--- src/rtl/srx_pkg.sv ---
package srx_pkg;
  localparam int unsigned STAT_THR_BIT = 0;
  localparam int unsigned STAT_OVR_BIT = 1;

  // Control word: en in bit 0, threshold select in bits 2:1
  typedef struct packed {
    logic [1:0] thr_sel;
    logic       en;
  } rx_ctrl_t;
endpackage

--- src/rtl/srx_sync.sv ---
module srx_sync #(
  parameter int STAGES = 2
) (
  input  logic clk,
  input  logic rst,
  input  logic ser_clk,
  input  logic ser_data,
  output logic clk_rise,
  output logic data_s
);
  logic [STAGES-1:0] ck_pipe;
  logic [STAGES-1:0] dt_pipe;
  logic              ck_last;

  always_ff @(posedge clk) begin
    if (rst) begin
      ck_pipe <= '0;
      dt_pipe <= '0;
      ck_last <= 1'b0;
    end else begin
      ck_pipe <= {ck_pipe[STAGES-2:0], ser_clk};
      dt_pipe <= {dt_pipe[STAGES-2:0], ser_data};
      ck_last <= ck_pipe[STAGES-1];
    end
  end

  assign clk_rise = ck_pipe[STAGES-1] & ~ck_last;
  assign data_s   = dt_pipe[STAGES-1];
endmodule

--- src/rtl/srx_shifter.sv ---
module srx_shifter #(
  parameter int W = 8
) (
  input  logic         clk,
  input  logic         rst,
  input  logic         active,
  input  logic         rise,
  input  logic         sdata,
  output logic         done,
  output logic [W-1:0] word
);
  localparam int CNTW = (W > 1) ? $clog2(W) : 1;
  localparam logic [CNTW-1:0] LAST = CNTW'(W - 1);

  logic [W-1:0]    sh;
  logic [CNTW-1:0] cnt;

  // Leaving the active state drops any partial byte
  always_ff @(posedge clk) begin
    if (rst || !active) begin
      sh  <= '0;
      cnt <= '0;
    end else if (rise) begin
      sh  <= {sdata, sh[W-1:1]};
      cnt <= (cnt == LAST) ? '0 : cnt + 1'b1;
    end
  end

  assign done = active & rise & (cnt == LAST);
  assign word = {sdata, sh[W-1:1]};
endmodule

--- src/rtl/srx_fifo.sv ---
module srx_fifo #(
  parameter int DW    = 8,
  parameter int DEPTH = 16,
  localparam int AW   = (DEPTH > 1) ? $clog2(DEPTH) : 1,
  localparam int CW   = $clog2(DEPTH + 1)
) (
  input  logic          clk,
  input  logic          rst,
  input  logic          push,
  input  logic [DW-1:0] wdata,
  input  logic          pop,
  output logic [DW-1:0] rdata,
  output logic [CW-1:0] count,
  output logic          full
);
  localparam logic [AW-1:0] PLAST = AW'(DEPTH - 1);
  localparam logic [CW-1:0] CFULL = CW'(DEPTH);

  logic [DW-1:0] mem [DEPTH];
  logic [AW-1:0] wptr, rptr;
  logic          wr_ok, rd_ok;

  assign full  = (count == CFULL);
  assign wr_ok = push & ~full;
  assign rd_ok = pop & (count != '0);

  always_ff @(posedge clk) begin
    if (wr_ok) mem[wptr] <= wdata;
  end

  always_ff @(posedge clk) begin
    if (rst) begin
      rdata <= '0;
    end else if (pop) begin
      rdata <= rd_ok ? mem[rptr] : '0;
    end
  end

  always_ff @(posedge clk) begin
    if (rst) begin
      wptr  <= '0;
      rptr  <= '0;
      count <= '0;
    end else begin
      if (wr_ok) wptr <= (wptr == PLAST) ? '0 : wptr + 1'b1;
      if (rd_ok) rptr <= (rptr == PLAST) ? '0 : rptr + 1'b1;
      case ({wr_ok, rd_ok})
        2'b10:   count <= count + 1'b1;
        2'b01:   count <= count - 1'b1;
        default: count <= count;
      endcase
    end
  end
endmodule

--- src/rtl/sync_serial_rx.sv ---
module sync_serial_rx #(
  parameter int DATA_W      = 8,
  parameter int DEPTH       = 16,
  parameter int SYNC_STAGES = 2,
  parameter int THR_0       = 1,
  parameter int THR_1       = 4,
  parameter int THR_2       = 8,
  parameter int THR_3       = 14,
  localparam int LVL_W      = $clog2(DEPTH + 1)
) (
  input  logic              clk,
  input  logic              rst,
  input  logic              ser_clk,
  input  logic              ser_data,
  input  logic              ctrl_we,
  input  logic [2:0]        ctrl_wdata,
  input  logic              stat_re,
  input  logic              stat_we,
  input  logic [1:0]        stat_wdata,
  output logic [1:0]        stat_q,
  input  logic              data_re,
  output logic [DATA_W-1:0] data_q,
  output logic [LVL_W-1:0]  level_q,
  output logic              irq
);
  import srx_pkg::*;

  rx_ctrl_t           ctrl_q;
  logic               thr_flag, ovr_flag, armed;
  logic               rx_en, active;
  logic               clk_rise, data_s;
  logic               byte_done, fifo_full;
  logic [DATA_W-1:0]  byte_word;
  logic [LVL_W-1:0]   thr_lvl;
  logic               thr_next, clr_ok;

  assign rx_en  = ctrl_q.en;
  assign active = rx_en & ~ovr_flag;

  always_comb begin
    case (ctrl_q.thr_sel)
      2'd0:    thr_lvl = LVL_W'(THR_0);
      2'd1:    thr_lvl = LVL_W'(THR_1);
      2'd2:    thr_lvl = LVL_W'(THR_2);
      default: thr_lvl = LVL_W'(THR_3);
    endcase
  end

  srx_sync #(.STAGES(SYNC_STAGES)) u_sync (
    .clk(clk), .rst(rst), .ser_clk(ser_clk), .ser_data(ser_data),
    .clk_rise(clk_rise), .data_s(data_s)
  );

  srx_shifter #(.W(DATA_W)) u_shift (
    .clk(clk), .rst(rst), .active(active), .rise(clk_rise),
    .sdata(data_s), .done(byte_done), .word(byte_word)
  );

  srx_fifo #(.DW(DATA_W), .DEPTH(DEPTH)) u_fifo (
    .clk(clk), .rst(rst), .push(byte_done), .wdata(byte_word),
    .pop(data_re), .rdata(data_q), .count(level_q), .full(fifo_full)
  );

  always_ff @(posedge clk) begin
    if (rst) ctrl_q <= '0;
    else if (ctrl_we) ctrl_q <= rx_ctrl_t'(ctrl_wdata);
  end

  // Overrun: set by a byte arriving to a full FIFO, cleared by writing 0
  always_ff @(posedge clk) begin
    if (rst) ovr_flag <= 1'b0;
    else if (byte_done && fifo_full) ovr_flag <= 1'b1;
    else if (stat_we && !stat_wdata[STAT_OVR_BIT]) ovr_flag <= 1'b0;
  end

  // Clear handshake: a read that sees the flag high arms the next write
  always_ff @(posedge clk) begin
    if (rst) armed <= 1'b0;
    else if (stat_we) armed <= 1'b0;
    else if (stat_re && thr_flag) armed <= 1'b1;
  end

  assign clr_ok   = stat_we & ~stat_wdata[STAT_THR_BIT] & armed;
  assign thr_next = thr_flag ? ~(clr_ok && (level_q < thr_lvl))
                             : (level_q >= thr_lvl);

  always_ff @(posedge clk) begin
    if (rst) begin
      thr_flag <= 1'b0;
      irq      <= 1'b0;
    end else begin
      thr_flag <= thr_next;
      irq      <= thr_next & ~thr_flag;
    end
  end

  assign stat_q = {ovr_flag, thr_flag};
endmodule

--- config.mk ---
export PLATFORM = sky130hd
export DESIGN_NAME = sync_serial_rx
export DESIGN_NICKNAME = d
export VERILOG_FILES = /design/src/rtl/srx_pkg.sv /design/src/rtl/srx_sync.sv /design/src/rtl/srx_shifter.sv /design/src/rtl/srx_fifo.sv /design/src/rtl/sync_serial_rx.sv
export SDC_FILE = /design/constraint.sdc
export NUM_CORES = 1
export LEC_CHECK = 0
export BUFFER_PORTS_ARGS = -buffer_cell sky130_fd_sc_hd__buf_4
export CAP_MARGIN = 10
export CORE_UTILIZATION = 45
export DETAILED_ROUTE_END_ITERATION = 6
export PLACE_DENSITY_LB_ADDON = 0.15
export SYNTH_ARGS = -nofsm -noshare
export SYNTH_HDL_FRONTEND = slang
export SYNTH_HIERARCHICAL = 1
export SYNTH_SLANG_ARGS = --single-unit
export TNS_END_PERCENT = 30
--- constraint.sdc ---
create_clock -name clk -period 6.6 [get_ports clk]
set_input_delay 0.66 -clock clk [delete_from_list [all_inputs] [get_ports clk]]
set_output_delay 0.66 -clock clk [all_outputs]
set_load 0.01 [all_outputs]
==> impl_metrics.tcl <==
set metrics [dict create \
    layout.cell_area.non_filler_sq_um 8050 \
    slew_violations 0 \
    timing.hold.worst.class "input port to flop" \
    route.detailed.vias_per_inst 5.28 \
    yosys.area_share.xor_xnor_pct 0.615 \
    asyncSetResetFlopFracSynth_pct 0 \
    layout_setup_ws_ps 2300 \
    pwr_density_cell_nw_per_um2 271 \
    placement.setup.worst_slack_ps 2280 \
    wire_per_inst_um 19.3 \
    outcome "finished, final reports clean" \
    groute.usage.overall_pct 17.9 \
    post_route_cells_drive_above_1_share_pct 20.0 \
    via_count 3657 \
    post_synth_most_frequent_cells "edfxtp_1, dfxtp_1, nor2_1" \
    drt.antenna.violating_nets 0 \
    areaGrowthSynthToFinish_pct 13.1 \
    relSlewSlack_pct 21.7 \
    synth_simple_gate_area_share_pct 7.45 \
    synth_top_family_by_area "multiplexers" \
    drv_cap 0 \
    finalWirelength_um 13300 \
    crit_path_cell_trace "nor2b_1 > and3_1 > a21boi_0 > inv_1 > ha_1 > xor2_1 > ha_1 > a21oi_1 > nand2b_1 > a21o_1 > a21oi_1 > mux2_2" \
    clk_path_buf_depth 2 \
    synth_cell_type_count 48 \
    path_max_fanout 13 \
    synth_ff_type "edfxtp_1" \
    final_cells 692 \
    nets 496 \
    num_antenna_cells 0 \
    synth_compound_area_share_pct 4.08 \
    netlist_top_cells_area "edfxtp_1, dfxtp_1, mux4_1" \
    max_clock_freq_mhz 233 \
    synth_top_area_cell "edfxtp_1" \
    dpl_cell_area_sq_um 7470 \
    ys_seq_elements 175 \
    arrival_time_of_the_worst_setup_path_ps 4610 \
    place.detailed.instances 659 \
    cts_tree "built" \
    power.share.sequential_pct 53.8 \
    p_int_mw 1.77 \
    grt_antenna_before_repair 0 \
    count_leader_synth "edfxtp_1" \
    die-height_um 128 \
    grt_pass1_vias 3739 \
    fillCellCount 1325 \
    cts_resized 0 \
    hpwlAfterDp_um 8280 \
    ctsHtreeMaxLevel 4 \
    unrepaired_setup_endpoints_after_global_routing "false" \
    cpMaxStageDelayCell "a21boi_0" \
    synth-adder-area-share_pct 2.63 \
    core_region_area_sq_um 15300 \
    cp_slowest_stage_delay_ps 860 \
    yosysWarnings 6 \
    syn_avg_cell_area_sq_um 16.2 \
    drtPass1Iterations 4 \
    numCtsBuffers 17 \
    synth-edff-count 128 \
    rows 45 \
    clock_insertion_delay_worst_skew_ps 420 \
    switching_share_of_total_power_pct 18.9 \
    grt_start_max_net_pins 33 \
    num_io_pins 29 \
    floorplan.die_area_sq_um 16300 \
    worstSetupPathType "flop to flop" \
    worst_pin_slew_ps 1170 \
    drcViolationCount 0 \
    final.period_utilization_pct 65.1 \
    clockRootBuffer "clkbuf_16" \
    synth.yosys.seq_area_share_pct 67.2 \
    power_share_of_the_combinational_group_pct 1.3 \
    final_worst_hold_slack_ps 418 \
    share_clk_of_total_power_pct 44.9 \
    postSynthCellCount 440 \
    buffer_ports.inserted 28 \
    overall_power_after_layout_mw 2.18 \
    ir_drop_mv 0.179 \
    syn-cell-area_sq_um 7120 \
    dieWidth_um 128 \
    synthesized_netlist_net_count 468 \
    timing.critical_path.to_type "flop" \
    synthDominantCellAreaShare_pct 54.0 \
    synth_mux_area_share_pct 15.5 \
    globalplace.congestion 0.737 \
    detail_route.iter0.violations 228 \
    initial_core_util_pct 46.5 \
    holdBufCountCts 0 \
    worstPathRequired_ps 6910 \
    fin_skew_ps 8.68 \
    critPathLaunchType "flop" \
    cts.repair_timing.setup_buffer_count 0 \
    grt.overflow.total 0 \
    clk_pin_slew_ps 60 \
    timing.final.crit_period_ps 4300 \
    power_switching_uw 412 \
    timing.final.hold_violations 0 \
    final_core_occ_pct 52.6 \
    static_leakage_power_nw 2.92 \
    setup_viol 0 \
    clock_sinks 175 \
    fin_setup_tns_ps 0 \
    worst-r2r-setup-slack_ps 2300 \
    first_pass_grt_wire_length_um 20700 \
]
[sequential cells by signal (all words and copies together), names as in the netlist, named ones only]
register / count
armed: 1
ctrl_q: 2
irq: 1
ovr_flag: 1
rx_en: 1
thr_flag: 1
u_fifo/count: 5
u_fifo/mem: 128
u_fifo/rdata: 8
u_fifo/rptr: 4
u_fifo/wptr: 4
u_shift/cnt: 3
u_shift/sh: 7
u_sync/ck_last: 1
u_sync/ck_pipe: 2
u_sync/dt_pipe: 2
[critical path: cells and delay by family, from the launching register on]
family                   cells  cell delay, ps
adder cells (fa/ha/maj)      2             590
AND/OR/NAND/NOR              3            1200
AO/OA/AOI/OAI                4            1350
flip-flops                   1             320
multiplexers                 1             340
XOR/XNOR                     1             190
buffers and inverters        1             200
[cell usage in the layout, fill, tap and decap left out, types with 3 or more instances in the layout]
cell type   instances
edfxtp_1          128
dfxtp_1            45
nor2_1             38
nand2_1            31
buf_4              31
mux4_1             19
clkbuf_16          17
mux2_2             17
ha_1               15
a21oi_1            14
mux4_2             13
mux2i_1            12
a22oi_1            10
nor2b_1             9
nand2b_1            8
inv_1               7
nor3_1              7
clkinv_1            5
xor2_1              5
o21ai_0             4
clkinvlp_4          4
bufinv_16           3
a21o_1              3
[power groups by stage]
stage | Combinational (mW) | Clock, mW | Sequential (mW)
detailed placement | 0.0285 | 0 | 1.20
CTS | 0.0285 | 1.00 | 1.17
global placement | 0.0279 | 0 | 1.20
floorplan | 0.0179 | 0 | 1.20
finish | 0.0282 | 0.981 | 1.17
global route | 0.0316 | 1.04 | 1.17
[cells by family after synthesis]
| family | count (synthesis) |
|---|---|
| fa+ha+maj | 15 |
| buf+inv | 31 |
| mux | 61 |
| xor+xnor | 5 |
| simple gates | 110 |
| compound gates | 43 |
| flops | 175 |
[path summary, 6_finish.rpt]
kind,start,end,depth (start not counted)
worst min-delay path,stat_we,armed,2
worst min register to register,u_sync/ck_pipe[0],u_sync/ck_pipe[1],1
worst max register to register,u_sync/ck_pipe[1],u_fifo/count[4],12
worst max-delay path,u_sync/ck_pipe[1],u_fifo/count[4],12
[layout make-up]
cell class | count | area, sq um | area share [%]
sequential | 175 | 4790 | 59.4
clock buffer | 18 | 429 | 5.33
clock inverter | 14 | 149 | 1.85
tap | 211 | 264 | 3.28
inverter | 8 | 30.0 | 0.373
multi-input combinational | 234 | 2160 | 26.8
timing repair buffer | 32 | 238 | 2.95
[metal layers]
metal  GRT usage [%]  part of all wire (%)  vias up
li1                -                     -     1745
met5               0                     0        -
met2            29.5                    50       70
met1            22.9                    45     1823
met3            4.13                   3.2       19
met4            7.34                   1.6        0
Note: power is estimated with default switching activity, not from simulation.
